File: src/rtl/smr_pkg.sv
package smr_pkg;
  typedef enum logic [1:0] {
    ST_RUN   = 2'd0,
    ST_STOP  = 2'd1,
    ST_RECOV = 2'd2
  } smr_state_e;
endpackage

File: src/rtl/smr_cnt.sv
module smr_cnt #(
  parameter int CNT_W = 12
) (
  input  logic             clk_i,
  input  logic             rst_ni,
  input  logic             clr_i,
  input  logic             hold_i,
  output logic [CNT_W-1:0] cnt_o
);
  logic [CNT_W-1:0] cnt_q;

  // no external-reset input by design: only power-on and stop entry clear it
  always_ff @(posedge clk_i or negedge rst_ni) begin
    if (!rst_ni)      cnt_q <= '0;
    else if (clr_i)   cnt_q <= '0;
    else if (!hold_i) cnt_q <= cnt_q + 1'b1;
  end

  assign cnt_o = cnt_q;

  a_r1_clear_zero: assert property (@(posedge clk_i) disable iff (!rst_ni)
    clr_i |=> cnt_q == '0);
endmodule

File: src/rtl/smr_dly_sel.sv
module smr_dly_sel #(
  parameter int CNT_W     = 12,
  parameter int LONG_DLY  = 4096,
  parameter int SHORT_DLY = 32
) (
  input  logic             clk_i,
  input  logic             rst_ni,
  input  logic             load_i,
  input  logic             short_i,
  input  logic [CNT_W-1:0] cnt_i,
  output logic             hit_o
);
  localparam logic [CNT_W-1:0] LONG_LAST  = CNT_W'(LONG_DLY - 1);
  localparam logic [CNT_W-1:0] SHORT_LAST = CNT_W'(SHORT_DLY - 1);

  logic short_q;
  logic [CNT_W-1:0] last;

  always_ff @(posedge clk_i or negedge rst_ni) begin
    if (!rst_ni)     short_q <= 1'b0;
    else if (load_i) short_q <= short_i;
  end

  generate
    if (SHORT_DLY == LONG_DLY) begin : g_one_len
      assign last = LONG_LAST;
    end else begin : g_two_len
      assign last = short_q ? SHORT_LAST : LONG_LAST;
    end
  endgenerate

  assign hit_o = (cnt_i == last);

  initial begin
    a_r4_dly_fits: assert (LONG_DLY <= (1 << CNT_W) && SHORT_DLY >= 1);
  end
endmodule

File: src/rtl/smr_seq.sv
module smr_seq
  import smr_pkg::*;
(
  input  logic clk_i,
  input  logic rst_ni,
  input  logic stop_req_i,
  input  logic wake_i,
  input  logic hit_i,
  output logic stop_o,
  output logic recov_o,
  output logic done_o,
  output logic clr_o,
  output logic hold_o,
  output logic load_o
);
  smr_state_e state_q, state_d;
  logic pend_q, pend_d;
  logic done, go_stop;

  assign done    = (state_q == ST_RECOV) && hit_i;
  assign go_stop = ((state_q == ST_RUN) && stop_req_i) ||
                   (done && (pend_q || stop_req_i));

  always_comb begin
    state_d = state_q;
    pend_d  = pend_q;
    unique case (state_q)
      ST_RUN:   if (stop_req_i) state_d = ST_STOP;
      ST_STOP:  if (wake_i)     state_d = ST_RECOV;
      ST_RECOV: begin
        if (done) begin
          state_d = go_stop ? ST_STOP : ST_RUN;
          pend_d  = 1'b0;
        end else if (stop_req_i) begin
          pend_d  = 1'b1;
        end
      end
      default:  state_d = ST_RUN;
    endcase
  end

  always_ff @(posedge clk_i or negedge rst_ni) begin
    if (!rst_ni) begin
      state_q <= ST_RUN;
      pend_q  <= 1'b0;
    end else begin
      state_q <= state_d;
      pend_q  <= pend_d;
    end
  end

  assign stop_o  = (state_q == ST_STOP);
  assign recov_o = (state_q == ST_RECOV);
  assign done_o  = done;
  assign clr_o   = go_stop;
  assign hold_o  = (state_q == ST_STOP);
  assign load_o  = (state_q == ST_STOP) && wake_i;

  a_r6_done_single: assert property (@(posedge clk_i) disable iff (!rst_ni)
    done_o |=> !done_o);
  a_r2_stop_held: assert property (@(posedge clk_i) disable iff (!rst_ni)
    (stop_o && !wake_i) |=> stop_o);
  a_r9_wake_ignored: assert property (@(posedge clk_i) disable iff (!rst_ni)
    (state_q == ST_RUN && !stop_req_i) |=> state_q == ST_RUN);
  a_r10_defer_stop: assert property (@(posedge clk_i) disable iff (!rst_ni)
    (recov_o && !done && stop_req_i) |=> pend_q);
  a_r6_excl: assert property (@(posedge clk_i) disable iff (!rst_ni)
    !(stop_o && recov_o));
endmodule

File: src/rtl/stop_recov_timer.sv
module stop_recov_timer #(
  parameter int LONG_DLY  = 4096,
  parameter int SHORT_DLY = 32,
  parameter int CNT_W     = $clog2(LONG_DLY)
) (
  input  logic             clk_i,
  input  logic             rst_ni,
  input  logic             stop_req_i,
  input  logic             wake_irq_i,
  input  logic             wake_brk_i,
  input  logic             wake_rst_i,
  input  logic             short_rec_i,
  output logic             stop_o,
  output logic             recov_o,
  output logic             done_o,
  output logic [CNT_W-1:0] cnt_o
);
  logic wake_any, hit, clr, hold, load;

  // external reset acts only as a wake source here
  assign wake_any = wake_irq_i | wake_brk_i | wake_rst_i;

  smr_seq u_seq (
    .clk_i      (clk_i),
    .rst_ni     (rst_ni),
    .stop_req_i (stop_req_i),
    .wake_i     (wake_any),
    .hit_i      (hit),
    .stop_o     (stop_o),
    .recov_o    (recov_o),
    .done_o     (done_o),
    .clr_o      (clr),
    .hold_o     (hold),
    .load_o     (load)
  );

  smr_cnt #(.CNT_W(CNT_W)) u_cnt (
    .clk_i  (clk_i),
    .rst_ni (rst_ni),
    .clr_i  (clr),
    .hold_i (hold),
    .cnt_o  (cnt_o)
  );

  smr_dly_sel #(
    .CNT_W     (CNT_W),
    .LONG_DLY  (LONG_DLY),
    .SHORT_DLY (SHORT_DLY)
  ) u_sel (
    .clk_i   (clk_i),
    .rst_ni  (rst_ni),
    .load_i  (load),
    .short_i (short_rec_i),
    .cnt_i   (cnt_o),
    .hit_o   (hit)
  );

  a_r1_stop_zero: assert property (@(posedge clk_i) disable iff (!rst_ni)
    $rose(stop_o) |-> cnt_o == '0);
  a_r7_stop_cnt_frozen: assert property (@(posedge clk_i) disable iff (!rst_ni)
    stop_o |=> cnt_o == $past(cnt_o));
  a_r3_recov_counts: assert property (@(posedge clk_i) disable iff (!rst_ni)
    (recov_o && !done_o) |=> cnt_o == CNT_W'($past(cnt_o) + 1'b1));
  a_r6_done_in_recov: assert property (@(posedge clk_i) disable iff (!rst_ni)
    done_o |-> recov_o);
endmodule

File: config.mk
export PLATFORM = sky130hd
export DESIGN_NAME = stop_recov_timer
export DESIGN_NICKNAME = d
export VERILOG_FILES = /design/src/rtl/smr_pkg.sv /design/src/rtl/smr_cnt.sv /design/src/rtl/smr_dly_sel.sv /design/src/rtl/smr_seq.sv /design/src/rtl/stop_recov_timer.sv
export SDC_FILE = /design/constraint.sdc
export NUM_CORES = 1
export LEC_CHECK = 0
export ABC_AREA = 1
export ABC_CLOCK_PERIOD_IN_PS = 1400
export BUFFER_PORTS_ARGS = -buffer_cell sky130_fd_sc_hd__clkbuf_2
export CAP_MARGIN = 20
export CELL_PAD_IN_SITES_DETAIL_PLACEMENT = 0
export CELL_PAD_IN_SITES_GLOBAL_PLACEMENT = 2
export CORE_ASPECT_RATIO = 0.9
export CORE_UTILIZATION = 28
export CTS_BUF_LIST = sky130_fd_sc_hd__clkbuf_4
export CTS_CLUSTER_SIZE = 24
export DETAILED_ROUTE_END_ITERATION = 16
export HOLD_SLACK_MARGIN = 0.06
export PLACE_DENSITY = 0.89
export SYNTH_ARGS = -nofsm -noshare
export SYNTH_HDL_FRONTEND = slang
export SYNTH_SLANG_ARGS = --single-unit
File: constraint.sdc
create_clock -name clk_i -period 1.4 [get_ports clk_i]
set_input_delay 0.28 -clock clk_i [delete_from_list [all_inputs] [get_ports clk_i]]
set_output_delay 0.28 -clock clk_i [all_outputs]
set_load 0.005 [all_outputs]
# Word-level counts from Yosys, hierarchy flattened
# Cells that the tools add are included.
# op_classes
add_sub_neg	1
mul	0
n_div	0
order_cmp	0
eq_ne	7
shifts	0
muxes	10
bitwise_logic	2
n_reduce_logical	10
# ops
cell	n
12-bit two-way mux	3
12-bit by 1-bit adder with 12-bit output (second input constant)	1
12-bit == test	1
2-bit two-way mux	3
2-bit inequality test (second input constant)	3
2-bit one-hot mux with 3 select lines	1
1-bit logical AND	4
1-bit two-way mux	3
3-bit AND reduction	1
2-bit by 1-bit == test with 1-bit output (second input constant)	1
2-bit == test (second input constant)	1
2-bit logical NOT	1
1-bit logical OR	2
2-bit by 1-bit inequality test with 1-bit output (second input constant)	1
1-bit bitwise OR	2
2-bit AND reduction	1
2-bit nonzero test	1
# word_totals
register_bits	16
latch_bits	0
mem_bits_rw	0
mem_bits_ro	0
input_bits	7
out_inout_bits	15
elab_cells	34
memories	0

# Depth between registers and ports, before layout
# Gate-level depths: netlist (run 1).
# depth
ltp_word	8
mapped_depth	10

# Modules after synthesis
# Synthesis (run 1) repeated with hierarchy kept, for this count alone.
# hier_totals
cells_unflattened	137
hier_area_um2	1036.0
# by_module_without_submodules
mod	n_inst	cells_each	area_per_inst_um2	seq_area_each_um2
smr_cnt	1	82	700.7	300.3
smr_seq	1	26	193.9	75.1
smr_dly_sel	1	26	130.1	25.0
stop_recov_timer	1	3	11.3	0.0

# Worst setup path after synthesis (run 1)
# OpenSTA, ideal clock, no wires.
# synth_timing
path_type	flip-flop to flip-flop
from	register u_cnt.cnt_q[0], in the netlist u_cnt.cnt_o[0]
to	register u_cnt.cnt_q[8], in the netlist u_cnt.cnt_o[8]
arrival_ps	1305
required_time_ps	1281
slack_ps	-25
stages_incl_launch_ff	9
path_buffers	0
synth_period_minus_slack_ps	1425
path_cell_list	dfrtp_1 > ha_1 > nand3_1 > nor2_2 > inv_1 > a21oi_4 > nand4_4 > nand2_4 > nor2_1
# synth_via
elab_chain_cells	5
word_cells_on_any_way	8
# synth_lines
element	line	text
start, declared	smr_cnt.sv:10	logic [CNT_W-1:0] cnt_q;
start signal, assigned	smr_cnt.sv:16	else if (!hold_i) cnt_q <= cnt_q + 1'b1;
parallel branches: the longest is 5 deep, another holds 12-bit by 1-bit adder with 12-bit output	n/a	
# Several ways; the timed one is not identified. The select of a mux whose other input is x is not followed.
# A chain may end at the register's enable or synchronous reset.

# Worst setup path after layout (run 1)
# layout_timing
from	register u_cnt.cnt_q[1], in the netlist u_cnt.cnt_o[1]
to	output port done_o
# layout_via
elab_chain_cells	2
# layout_lines
element	line	text
12-bit == test	smr_dly_sel.sv:32	assign hit_o = (cnt_i == last);
1-bit logical AND	smr_seq.sv:20	assign done = (state_q == ST_RECOV) && hit_i;
end, declared	stop_recov_timer.sv:15	output logic done_o,
# Every way passes these cells.

==> impl_metrics.py, run 1 <==
metrics = {
    "run_status": {
        "outcome": "complete, but fails checks",
        "violations": "negative setup slack",
    },
    "logic_synthesis": {
        "ys_types": 25,
        "syn_area_per_cell_sq_um": 7.94,
        "ys_async_sr_fraction": 1.00,
        "synthCells": 115,
        "yosysWarnings": 0,
        "synth-main-ff-cell": "dfrtp_1",
        "syn_nets": 123,
        "synth_area_leader_cell": "dfrtp_1",
        "yosysSeqAreaShare": 0.438,
        "synth_top_area_share": 0.438,
        "synth_top_cells_by_area": "dfrtp_1, nand2_1, nor2_1",
        "synth_edf_count": 0,
        "ys_seq_elements": 16,
        "syn_area_sq_um": 913,
    },
    "grt": {
        "antenna_found_initial": 0,
        "grt_pass1_wl_mm": 3.82,
        "grt_pass1_vias": 866,
        "overflow": 0,
        "grt_start_max_net_pins": 17,
        "globalRouteTotalUtil": 0.144,
    },
    "timing": {
        "setup_ws_ps": -267,
        "drv_slew": 0,
        "setup-violations-final": 14,
        "fmax_mhz": 600,
        "hold_viol_final": 0,
        "worst_pin_slew_ps": 438,
        "rsz0062_at_grt": "yes",
        "fin_crit_sh": 1.19,
        "slew_headroom": 0.708,
        "fin_skew_ps": 12.3,
        "post-route-min-period_ps": 1670,
    },
    "critical_path": {
        "required_ps": 1120,
        "crit_type": "reg2out",
        "path_max_fanout": 3,
        "endpoint_kind": "output pin",
        "timing.rr.start": "u_cnt.cnt_o[1]$_DFFE_PN0P_",
        "start_kind": "flop",
        "critical_path_arrival_ps": 1390,
        "r2r_setup_slack_ps": -120,
        "startpoint": "u_cnt.cnt_o[1]$_DFFE_PN0P_",
    },
    "route": {
        "wl_per_cell_um": 11.4,
        "drc": 0,
        "viasPerCell": 4.54,
        "wl_mm": 2.31,
        "vias": 918,
        "antenna_left": 0,
        "drt_pass1_iterations": 4,
        "drt_iter0_markers": 41,
    },
    "floorplanning": {
        "start_util": 0.296,
        "pin_count": 22,
        "rows": 19,
        "dieHeight_um": 56.2,
        "fp.dieW_um": 62.2,
        "die-area_sq_mm": 0.00349,
        "core_sq_mm": 0.00309,
    },
    "clock_tree": {
        "cts.sinks": 16,
        "cts_made_buffers": 3,
        "clock-root-buffer": "clkbuf_4",
        "path_clk_slew_ps": 110,
        "cts.path.max_buffers": 2,
        "insertion_delay_ps": 300,
        "cts_tree": "done",
        "htreeDepth": 1,
    },
    "placement": {
        "io_buffers": 21,
        "gp_congestion": 0.873,
        "pre_cts_ws_ps": -66.3,
        "dp.cells": 191,
        "dpl.hpwl_mm": 1.68,
    },
    "finish": {
        "area_delta_synth_final_pct": 47.0,
        "nets": 169,
        "antenna_cells": 0,
        "layout-drive-gt1-share": 0.481,
        "stdcell_count": 202,
    },
    "power": {
        "ir_worst_vdd_uv": 469,
        "p_leak_nw": 0.660,
        "pwr_density_cell_mw_per_mm2": 1300,
    },
    "hold_path": {
        "hold_path_class": "in2reg",
        "hold_start": "short_rec_i",
    },
    "job": {
        "cap_violations": 0,
    },
}
report_power, final:
group	switching [W]	internal [W]	total (W)
sequential	0.0000960	0.000574	0.000670
clock	0.000160	0.000104	0.000264
combinational	0.000446	0.000360	0.000807
total	0.000703	0.00104	0.00174
per-layer routing:
layer | routed length [um] | global-route usage | vias to the layer above
li1 | - | - | 459
met3 | 37 | 0.0184 | 6
met4 | 59 | 0.0764 | 0
met2 | 1110 | 0.231 | 12
met5 | 0 | 0 | -
met1 | 1100 | 0.188 | 441
final cells by class:
cell class	count	area [sq um]
Clock buffer	3	22.5
Clock inverter	1	3.75
Fill cell	317	1750
Inverter	17	66.3
Multi-Input combinational cell	83	536
Sequential cell	16	400
Tap cell	42	52.6
Timing Repair Buffer	40	262
cells in the mapped netlist, types with 2 or more instances:
cell and number:
nand2_1 26, nor2_1 20, inv_1 17, dfrtp_1 16
nand3_1 6, nand4_1 4, nor2_2 3, a21oi_1 2
nand2_2 2, nand2_4 2, o211ai_1 2, xor2_1 2
stage by stage:
| stage | power (W) | hold WS, ps | setup TNS (ps) | util | instance area [sq um] |
|---|---|---|---|---|---|
| after floorplan | 0.00101 | -15.6 | -78.1 | - | 926 |
| after global placement | 0.00126 | 242 | -283 | 0.382 | 1180 |
| after detailed placement | 0.00129 | 241 | -542 | 0.382 | 1180 |
| after CTS | 0.00162 | 227 | -1600 | 0.408 | 1260 |
| after global routing | 0.00187 | 270 | -3000 | 0.434 | 1340 |
| final | 0.00174 | 226 | -1490 | 0.434 | 1340 |
worst paths after layout:
path	endpoint	depth (start not counted)
max in group asynchronous	u_cnt.cnt_o[7]$_DFFE_PN0P_	2
min in group asynchronous	u_seq.pend_q$_DFFE_PN0P_	2
hold reg to reg	u_seq.pend_q$_DFFE_PN0P_	2
setup reg to reg	u_cnt.cnt_o[10]$_DFFE_PN0P_	8
hold / removal	u_sel.short_q$_DFFE_PN0P_	3
setup / recovery	done_o	6
cell families (layout without fill, tap and decap cells):
kind of cell	after synthesis	count (layout)	share of synthesized area
AO/OA/AOI/OAI	8	8	0.0630
XOR/XNOR	2	2	0.0192
flip-flops	16	16	0.438
AND/OR/NAND/NOR	71	72	0.396
buffers and inverters	17	61	0.0699
adder cells (fa/ha/maj)	1	1	0.0137
state kept, by name, indices dropped and copies added, names as in the netlist:
name	flops
u_cnt.cnt_o	12
u_seq.state_q	2
u_seq.pend_q	1
u_sel.short_q	1
critical path: stages (launching register included):
cell      delay (ps)
dfrtp_1          380
ha_2             190
nand3_2           90
nor2_4           120
nand4_1          130
inv_1             70
clkbuf_2         100
timing repair:
item	in CTS	in global routing
setup buffers	2	3
hold endpoints to repair	16	0
pin swaps	11	8
hold buffers	1	0
resized for setup	8	17
gates cloned	1	0
setup endpoints to repair	15	16
layout by cell type, fill, tap and decap left out, drive strengths merged, types with 2 or more instances in the layout:
master,instances
nand2,31
clkbuf,24
nor2,24
buf,18
inv,17
dfrtp,16
nand4,6
nand3,6
a21oi,3
o211ai,2
nor3,2
o21ai,2
xor2,2
Note: power is estimated with default switching activity, not from simulation.
==> inputs of run 2 (changes only) <==
--- a/config.mk
+++ b/config.mk
@@ -9,10 +9,8 @@
 export ABC_CLOCK_PERIOD_IN_PS = 1400
 export BUFFER_PORTS_ARGS = -buffer_cell sky130_fd_sc_hd__clkbuf_2
 export CAP_MARGIN = 20
-export CELL_PAD_IN_SITES_DETAIL_PLACEMENT = 0
-export CELL_PAD_IN_SITES_GLOBAL_PLACEMENT = 2
 export CORE_ASPECT_RATIO = 0.9
-export CORE_UTILIZATION = 28
+export CORE_UTILIZATION = 49
 export CTS_BUF_LIST = sky130_fd_sc_hd__clkbuf_4
 export CTS_CLUSTER_SIZE = 24
 export DETAILED_ROUTE_END_ITERATION = 16
@@ -21,3 +19,4 @@
 export SYNTH_ARGS = -nofsm -noshare
 export SYNTH_HDL_FRONTEND = slang
 export SYNTH_SLANG_ARGS = --single-unit
+export TNS_END_PERCENT = 50
==> run 2 against run 1 <==
Net effect: the run still ends with negative setup slack left; register-to-register slack got worse by 80 ps; combinational power down 14%; maximum frequency up 0.12%; critical path type unchanged; critical endpoint unchanged; largest cell class unchanged.
==> impl_metrics.py, run 2 (synthesis results as in run 1) <==
metrics = {
    "grt": {
        "antenna_found_initial": 0,
        "grt_pass1_vias": 883,
        "globalRouteTotalUtil": 0.257,
        "grt_pass1_wl_mm": 3.63,
        "overflow": 0,
        "grt_start_max_net_pins": 17,
    },
    "placement": {
        "gp_congestion": 0.846,
        "io_buffers": 21,
        "dpl.hpwl_mm": 1.60,
    },
    "floorplanning": {
        "start_util": 0.532,
        "core_sq_mm": 0.00172,
        "fp.dieW_um": 47.5,
        "pin_count": 22,
        "dieHeight_um": 43.0,
        "die-area_sq_mm": 0.00204,
        "rows": 14,
    },
    "timing": {
        "fin_tns_setup_ps": -2430,
        "hold_viol_final": 0,
        "setup_ws_ps": -264,
        "worst_pin_slew_ps": 397,
        "slew_headroom": 0.735,
        "fin_skew_ps": 13.0,
        "post-route-min-period_ps": 1660,
        "rsz0062_at_grt": "yes",
        "fmax_mhz": 601,
        "fin_crit_sh": 1.19,
        "setup-violations-final": 14,
        "drv_slew": 0,
    },
    "route": {
        "vias": 905,
        "antenna_left": 0,
        "viasPerCell": 5.08,
        "wl_mm": 2.27,
        "wl_per_cell_um": 12.8,
        "drt_iter0_markers": 15,
        "drt_pass1_iterations": 4,
        "drc": 0,
    },
    "finish": {
        "final_core_util": 0.729,
        "nets": 164,
        "layout_common_cells": "nand2_1, clkbuf_2, dfrtp_1, inv_1",
        "final_common_cell": "nand2_1",
        "area_delta_synth_final_pct": 37.0,
        "layout-drive-gt1-share": 0.429,
        "antenna_cells": 0,
        "largest_reg_flops": 12,
        "nFillCells": 124,
    },
    "critical_path": {
        "crit_type": "reg2out",
        "worst_path_max_delay_cell": "dfrtp_1",
        "crit_chain": "nand2_1 -> nor2_4 -> nand2_2 -> nand2_1 -> nand4_1 -> inv_1 -> buf_2",
        "endpoint_kind": "output pin",
        "required_ps": 1120,
        "crit_top_cell": "nand2_1",
        "slowest_delay_ps": 410,
        "path_max_fanout": 3,
        "critical_path_arrival_ps": 1380,
        "start_kind": "flop",
    },
    "power": {
        "pwr_density_cell_mw_per_mm2": 1290,
        "p_leak_nw": 0.628,
        "ir_worst_vdd_uv": 1140,
    },
    "clock_tree": {
        "cts.path.max_buffers": 2,
        "cts_tree": "done",
        "htreeDepth": 1,
        "cts_made_buffers": 3,
        "insertion_delay_ps": 290,
        "cts.sinks": 16,
        "path_clk_slew_ps": 90,
        "clock-root-buffer": "clkbuf_4",
    },
    "job": {
        "cap_violations": 0,
    },
    "hold_path": {
        "hold_path_class": "in2reg",
    },
    "run_status": {
        "outcome": "complete, but fails checks",
        "violations": "negative setup slack",
    },
}
## run 2: cell types whose count changed in the layout (fill, tap and decap cells not counted), moves of 2 or more
| cell | previous run | this run |
|---|---|---|
| buf_6 | 3 | 0 |
| inv_1 | 11 | 14 |
| nand3_2 | 3 | 0 |
| buf_4 | 15 | 13 |
| inv_2 | 5 | 3 |
| nand3_1 | 3 | 5 |
| nor2_2 | 6 | 8 |
## run 2: stage by stage
stage               setup WS, ps  cell area, sq um  instances  hold slack, ps  total power [W]
finish                      -264              1250        178             234          0.00162
global route                -373              1250        178             234          0.00174
CTS                         -271              1190        175             239          0.00154
detailed placement         -45.7              1130        169             218          0.00129
global placement            40.7              1130        169             215          0.00126
floorplan                  -10.3               926        115           -15.6          0.00101
## run 2: metal layers
layer	global-route usage	up-vias	part of all wire
li1	-	451	-
met1	0.292	414	0.41
met2	0.444	31	0.53
met3	0.0638	9	0.042
met4	0.0971	0	0.023
met5	0	-	0
## run 2: final timing paths
check | to | startpoint | slack (ps) | cells past startpoint
max | done_o | u_cnt.cnt_o[8]$_DFFE_PN0P_ | -260 | 7
min | u_sel.short_q$_DFFE_PN0P_ | short_rec_i | 230 | 3
max reg2reg | u_cnt.cnt_o[2]$_DFFE_PN0P_ | u_cnt.cnt_o[1]$_DFFE_PN0P_ | -200 | 9
min reg2reg | u_seq.pend_q$_DFFE_PN0P_ | u_seq.pend_q$_DFFE_PN0P_ | 530 | 2
max in group asynchronous | u_cnt.cnt_o[1]$_DFFE_PN0P_ | rst_ni | 660 | 2
min in group asynchronous | u_cnt.cnt_o[8]$_DFFE_PN0P_ | rst_ni | 450 | 2
## run 2: timing repair
action                     4_1_cts  5_1_grt
hold endpoints to repair        16        0
pin swaps                        4        6
setup endpoints to repair       13       16
gates cloned                     1        0
gates resized for setup          5       11
hold buffers                     1        0
buffers inserted                 1        3
## run 2: area by class of cell
type,count,area (sq um),share of cell area
Sequential cell,16,400,0.320
Multi-Input combinational cell,83,522,0.417
Clock buffer,3,22.5,0.0180
Inverter,17,63.8,0.0510
Timing Repair Buffer,35,213,0.170
Tap cell,24,30.0,0.0240
## run 2: critical path: cells and delay by family, from the launching register on
family / cells / cell delay [ps]
and+or+nand+nor: 5 / 530
buffers and inverters: 2 / 170
DFF: 1 / 410
## run 2: where the power goes
| group | total [W] | internal, W | leakage (nW) | switching (W) |
|---|---|---|---|---|
| combinational | 0.000695 | 0.000301 | 0.404 | 0.000394 |
| clock | 0.000232 | 0.000100 | 0.0138 | 0.000132 |
| sequential | 0.000691 | 0.000574 | 0.210 | 0.000117 |
==> inputs of run 3 (changes only) <==
--- a/config.mk
+++ b/config.mk
@@ -5,17 +5,16 @@
 export SDC_FILE = /design/constraint.sdc
 export NUM_CORES = 1
 export LEC_CHECK = 0
-export ABC_AREA = 1
 export ABC_CLOCK_PERIOD_IN_PS = 1400
 export BUFFER_PORTS_ARGS = -buffer_cell sky130_fd_sc_hd__clkbuf_2
 export CAP_MARGIN = 20
 export CORE_ASPECT_RATIO = 0.9
-export CORE_UTILIZATION = 49
+export CORE_UTILIZATION = 48
 export CTS_BUF_LIST = sky130_fd_sc_hd__clkbuf_4
 export CTS_CLUSTER_SIZE = 24
 export DETAILED_ROUTE_END_ITERATION = 16
 export HOLD_SLACK_MARGIN = 0.06
-export PLACE_DENSITY = 0.89
+export PLACE_DENSITY = 0.88
 export SYNTH_ARGS = -nofsm -noshare
 export SYNTH_HDL_FRONTEND = slang
 export SYNTH_SLANG_ARGS = --single-unit
==> run 3 against run 2 <==
Net effect: the run still ends with negative setup slack left; synthesized cell count decreased by 26%; maximum frequency decreased by 15%; final area increased by 11%; first-iteration DRC count increased to 5.1 times the previous value; register-to-register slack got worse by 140 ps; clock-buffer cell count unchanged; global-route usage increased by 7.5 points; non-clock buffer count increased by 21; sequential share of layout area decreased by 3.2 points.
==> impl_metrics.py, run 3 <==
metrics = {
    "logic_synthesis": {
        "synth_edf_count": 0,
        "ys_async_sr_fraction": 1.00,
        "synth_compound_area_frac": 0.0938,
        "yosysWarnings": 0,
        "synthCells": 85,
        "synth_most_common_cell": "dfrtp_1",
        "syn_area_sq_um": 853,
        "synth_fa_ha_area_frac": 0.0147,
        "yosys.area_share.xor_xnor": 0.0924,
        "synth_top_family_by_area": "simple AND/OR/NAND/NOR gates",
        "yosys.area_share.simple": 0.277,
        "muxShareOfSynthArea": 0.0132,
        "ys_seq_elements": 16,
        "ys_types": 30,
        "syn_area_per_cell_sq_um": 10.0,
        "yosysSeqAreaShare": 0.469,
        "syn_nets": 93,
        "synth_top_area_share": 0.469,
        "synth-main-ff-cell": "dfrtp_1",
        "synth_top_cells_by_area": "dfrtp_1, xor2_1, nor3_1",
        "synth_area_leader_cell": "dfrtp_1",
        "synth_common_cells": "dfrtp_1, nor3_1, nand2_1, xor2_1, nand4_1",
    },
    "grt": {
        "overflow": 0,
        "grt_pass1_vias": 992,
        "grt_start_max_net_pins": 17,
        "grt_pass1_wl_mm": 4.51,
        "antenna_found_initial": 0,
        "globalRouteTotalUtil": 0.332,
    },
    "hold_path": {
        "hold_path_class": "in2reg",
        "whs_path_depth": 2,
        "holdPathEnd": "u_sel.short_q$_DFFE_PN0P_",
        "hold_start": "short_rec_i",
    },
    "route": {
        "wl_mm": 3.03,
        "vias": 968,
        "wl_per_cell_um": 18.2,
        "antenna_left": 0,
        "viasPerCell": 5.83,
        "drc": 0,
        "drt_pass1_iterations": 4,
        "drt_iter0_markers": 77,
    },
    "critical_path": {
        "timing.rr.start": "u_cnt.cnt_o[5]$_DFFE_PN0P_",
        "crit_type": "reg2out",
        "required_ps": 1120,
        "endpoint_kind": "output pin",
        "r2r_end": "u_cnt.cnt_o[7]$_DFFE_PN0P_",
        "r2r_cells": 6,
        "start_kind": "flop",
        "r2r_setup_slack_ps": -340,
        "critical_path_arrival_ps": 1670,
        "path_max_fanout": 4,
    },
    "timing": {
        "fin_tns_setup_ps": -4910,
        "slew_headroom": 0.685,
        "fin_crit_sh": 1.40,
        "fmax_mhz": 512,
        "hold_viol_final": 0,
        "post-route-min-period_ps": 1950,
        "worst_pin_slew_ps": 468,
        "setup-violations-final": 18,
        "setup_ws_ps": -554,
        "fin_skew_ps": 10.7,
        "drv_slew": 0,
        "rsz0062_at_grt": "yes",
    },
    "finish": {
        "final_core_util": 0.835,
        "area_delta_synth_final_pct": 62.9,
        "nFillCells": 78,
        "final_common_cell": "buf_4",
        "largest_reg_flops": 12,
        "nets": 151,
        "layout_common_cells": "buf_4, clkbuf_2, dfrtp_1, buf_6, nor3_2",
        "antenna_cells": 0,
        "layout-drive-gt1-share": 0.556,
    },
    "floorplanning": {
        "dieHeight_um": 42,
        "rows": 14,
        "start_util": 0.513,
        "pin_count": 22,
        "die-area_sq_mm": 0.00195,
        "core_sq_mm": 0.00166,
        "fp.dieW_um": 46.4,
    },
    "clock_tree": {
        "path_clk_slew_ps": 100,
        "htreeDepth": 1,
        "cts_made_buffers": 3,
        "insertion_delay_ps": 300,
        "cts_tree": "done",
        "cts.path.max_buffers": 2,
        "cts.sinks": 16,
        "clock-root-buffer": "clkbuf_4",
    },
    "job": {
        "cap_violations": 0,
    },
    "power": {
        "seq_power_share": 0.332,
        "p_clk_frac": 0.135,
        "pwr-share-comb": 0.532,
        "pwr_density_cell_mw_per_mm2": 1360,
        "internal_power_w": 0.00118,
        "p_leak_nw": 0.651,
        "ir_worst_vdd_uv": 984,
        "switching_share": 0.376,
        "switching_power_w": 0.000710,
    },
    "placement": {
        "io_buffers": 21,
        "gp_congestion": 0.805,
        "dpl.hpwl_mm": 1.63,
    },
    "run_status": {
        "violations": "negative setup slack",
        "outcome": "complete, but fails checks",
    },
}
==> run 3: worst max-delay path: stages, from the launching register on <==
cell,delay [ps]
dfrtp_1,420
and4_1,250
nand4_1,180
a21oi_2,260
and2_1,160
clkbuf_2,110
==> run 3: metal layers <==
metal | wire (um) | GRT usage | vias to the layer above | share of wire
li1 | - | - | 423 | -
met1 | 1150 | 0.401 | 454 | 0.38
met2 | 1480 | 0.542 | 68 | 0.49
met3 | 235 | 0.0862 | 23 | 0.078
met4 | 155 | 0.141 | 0 | 0.051
met5 | 0 | 0 | - | 0
==> run 3: timing repair <==
action / in CTS / in global routing
buffers inserted: 5 / 1
pin swaps: 15 / 6
gates resized for setup: 16 / 10
endpoints found under the hold margin: 16 / 0
hold buffers: 1 / 0
gates cloned: 0 / 0
endpoints found under the setup margin: 18 / 18
==> run 3: power groups by stage <==
stage / combinational (W) / clock [W] / sequential (W)
3_5_place_dp: 0.000716 / 0 / 0.000632
6_report: 0.00100 / 0.000256 / 0.000627
4_1_cts: 0.000874 / 0.000253 / 0.000623
5_1_grt: 0.00107 / 0.000269 / 0.000638
3_3_place_gp: 0.000700 / 0 / 0.000621
2_1_floorplan: 0.000328 / 0 / 0.000664
==> run 3: final cells by class <==
cell class	count	area, sq um	share of cell area
multi-input combinational	63	514	0.370
timing repair buffer	56	405	0.292
sequential	16	400	0.288
tap	24	30.0	0.0216
clock buffer	3	22.5	0.0162
inverter	3	13.8	0.00990
clock inverter	1	3.75	0.00270
==> run 3: worst max path at each step <==
stage	startpoint	endpoint	cells after the start	slack, ps
2_1_floorplan	u_seq.state_q[0]$_DFFE_PN0P_	u_cnt.cnt_o[11]$_DFFE_PN0P_	6	-170
3_3_place_gp	u_cnt.cnt_o[5]$_DFFE_PN0P_	done_o	5	-130
3_5_place_dp	u_cnt.cnt_o[8]$_DFFE_PN0P_	done_o	5	-170
4_1_cts	u_cnt.cnt_o[10]$_DFFE_PN0P_	done_o	5	-400
5_1_grt	u_cnt.cnt_o[5]$_DFFE_PN0P_	done_o	5	-550
6_report	u_cnt.cnt_o[5]$_DFFE_PN0P_	done_o	5	-550
==> run 3: kinds of logic (layout without fill, tap and decap cells) <==
family | count (synthesis) | after routing
AO/OA/AOI/OAI | 11 | 11
XOR/XNOR | 9 | 9
adder cells (fa/ha/maj) | 1 | 1
buffers and inverters | 6 | 63
flip-flops | 16 | 16
multiplexers | 1 | 1
AND/OR/NAND/NOR | 41 | 41
==> run 3: stage by stage <==
stage,total power (W),setup slack [ps],cells,cell area (sq um),hold slack [ps]
finish,0.00189,-554,166,1390,231
global route,0.00198,-549,166,1390,224
CTS,0.00175,-399,166,1340,229
detailed placement,0.00135,-171,156,1190,220
global placement,0.00132,-126,156,1190,211
floorplan,0.000992,-173,85,853,-15.6
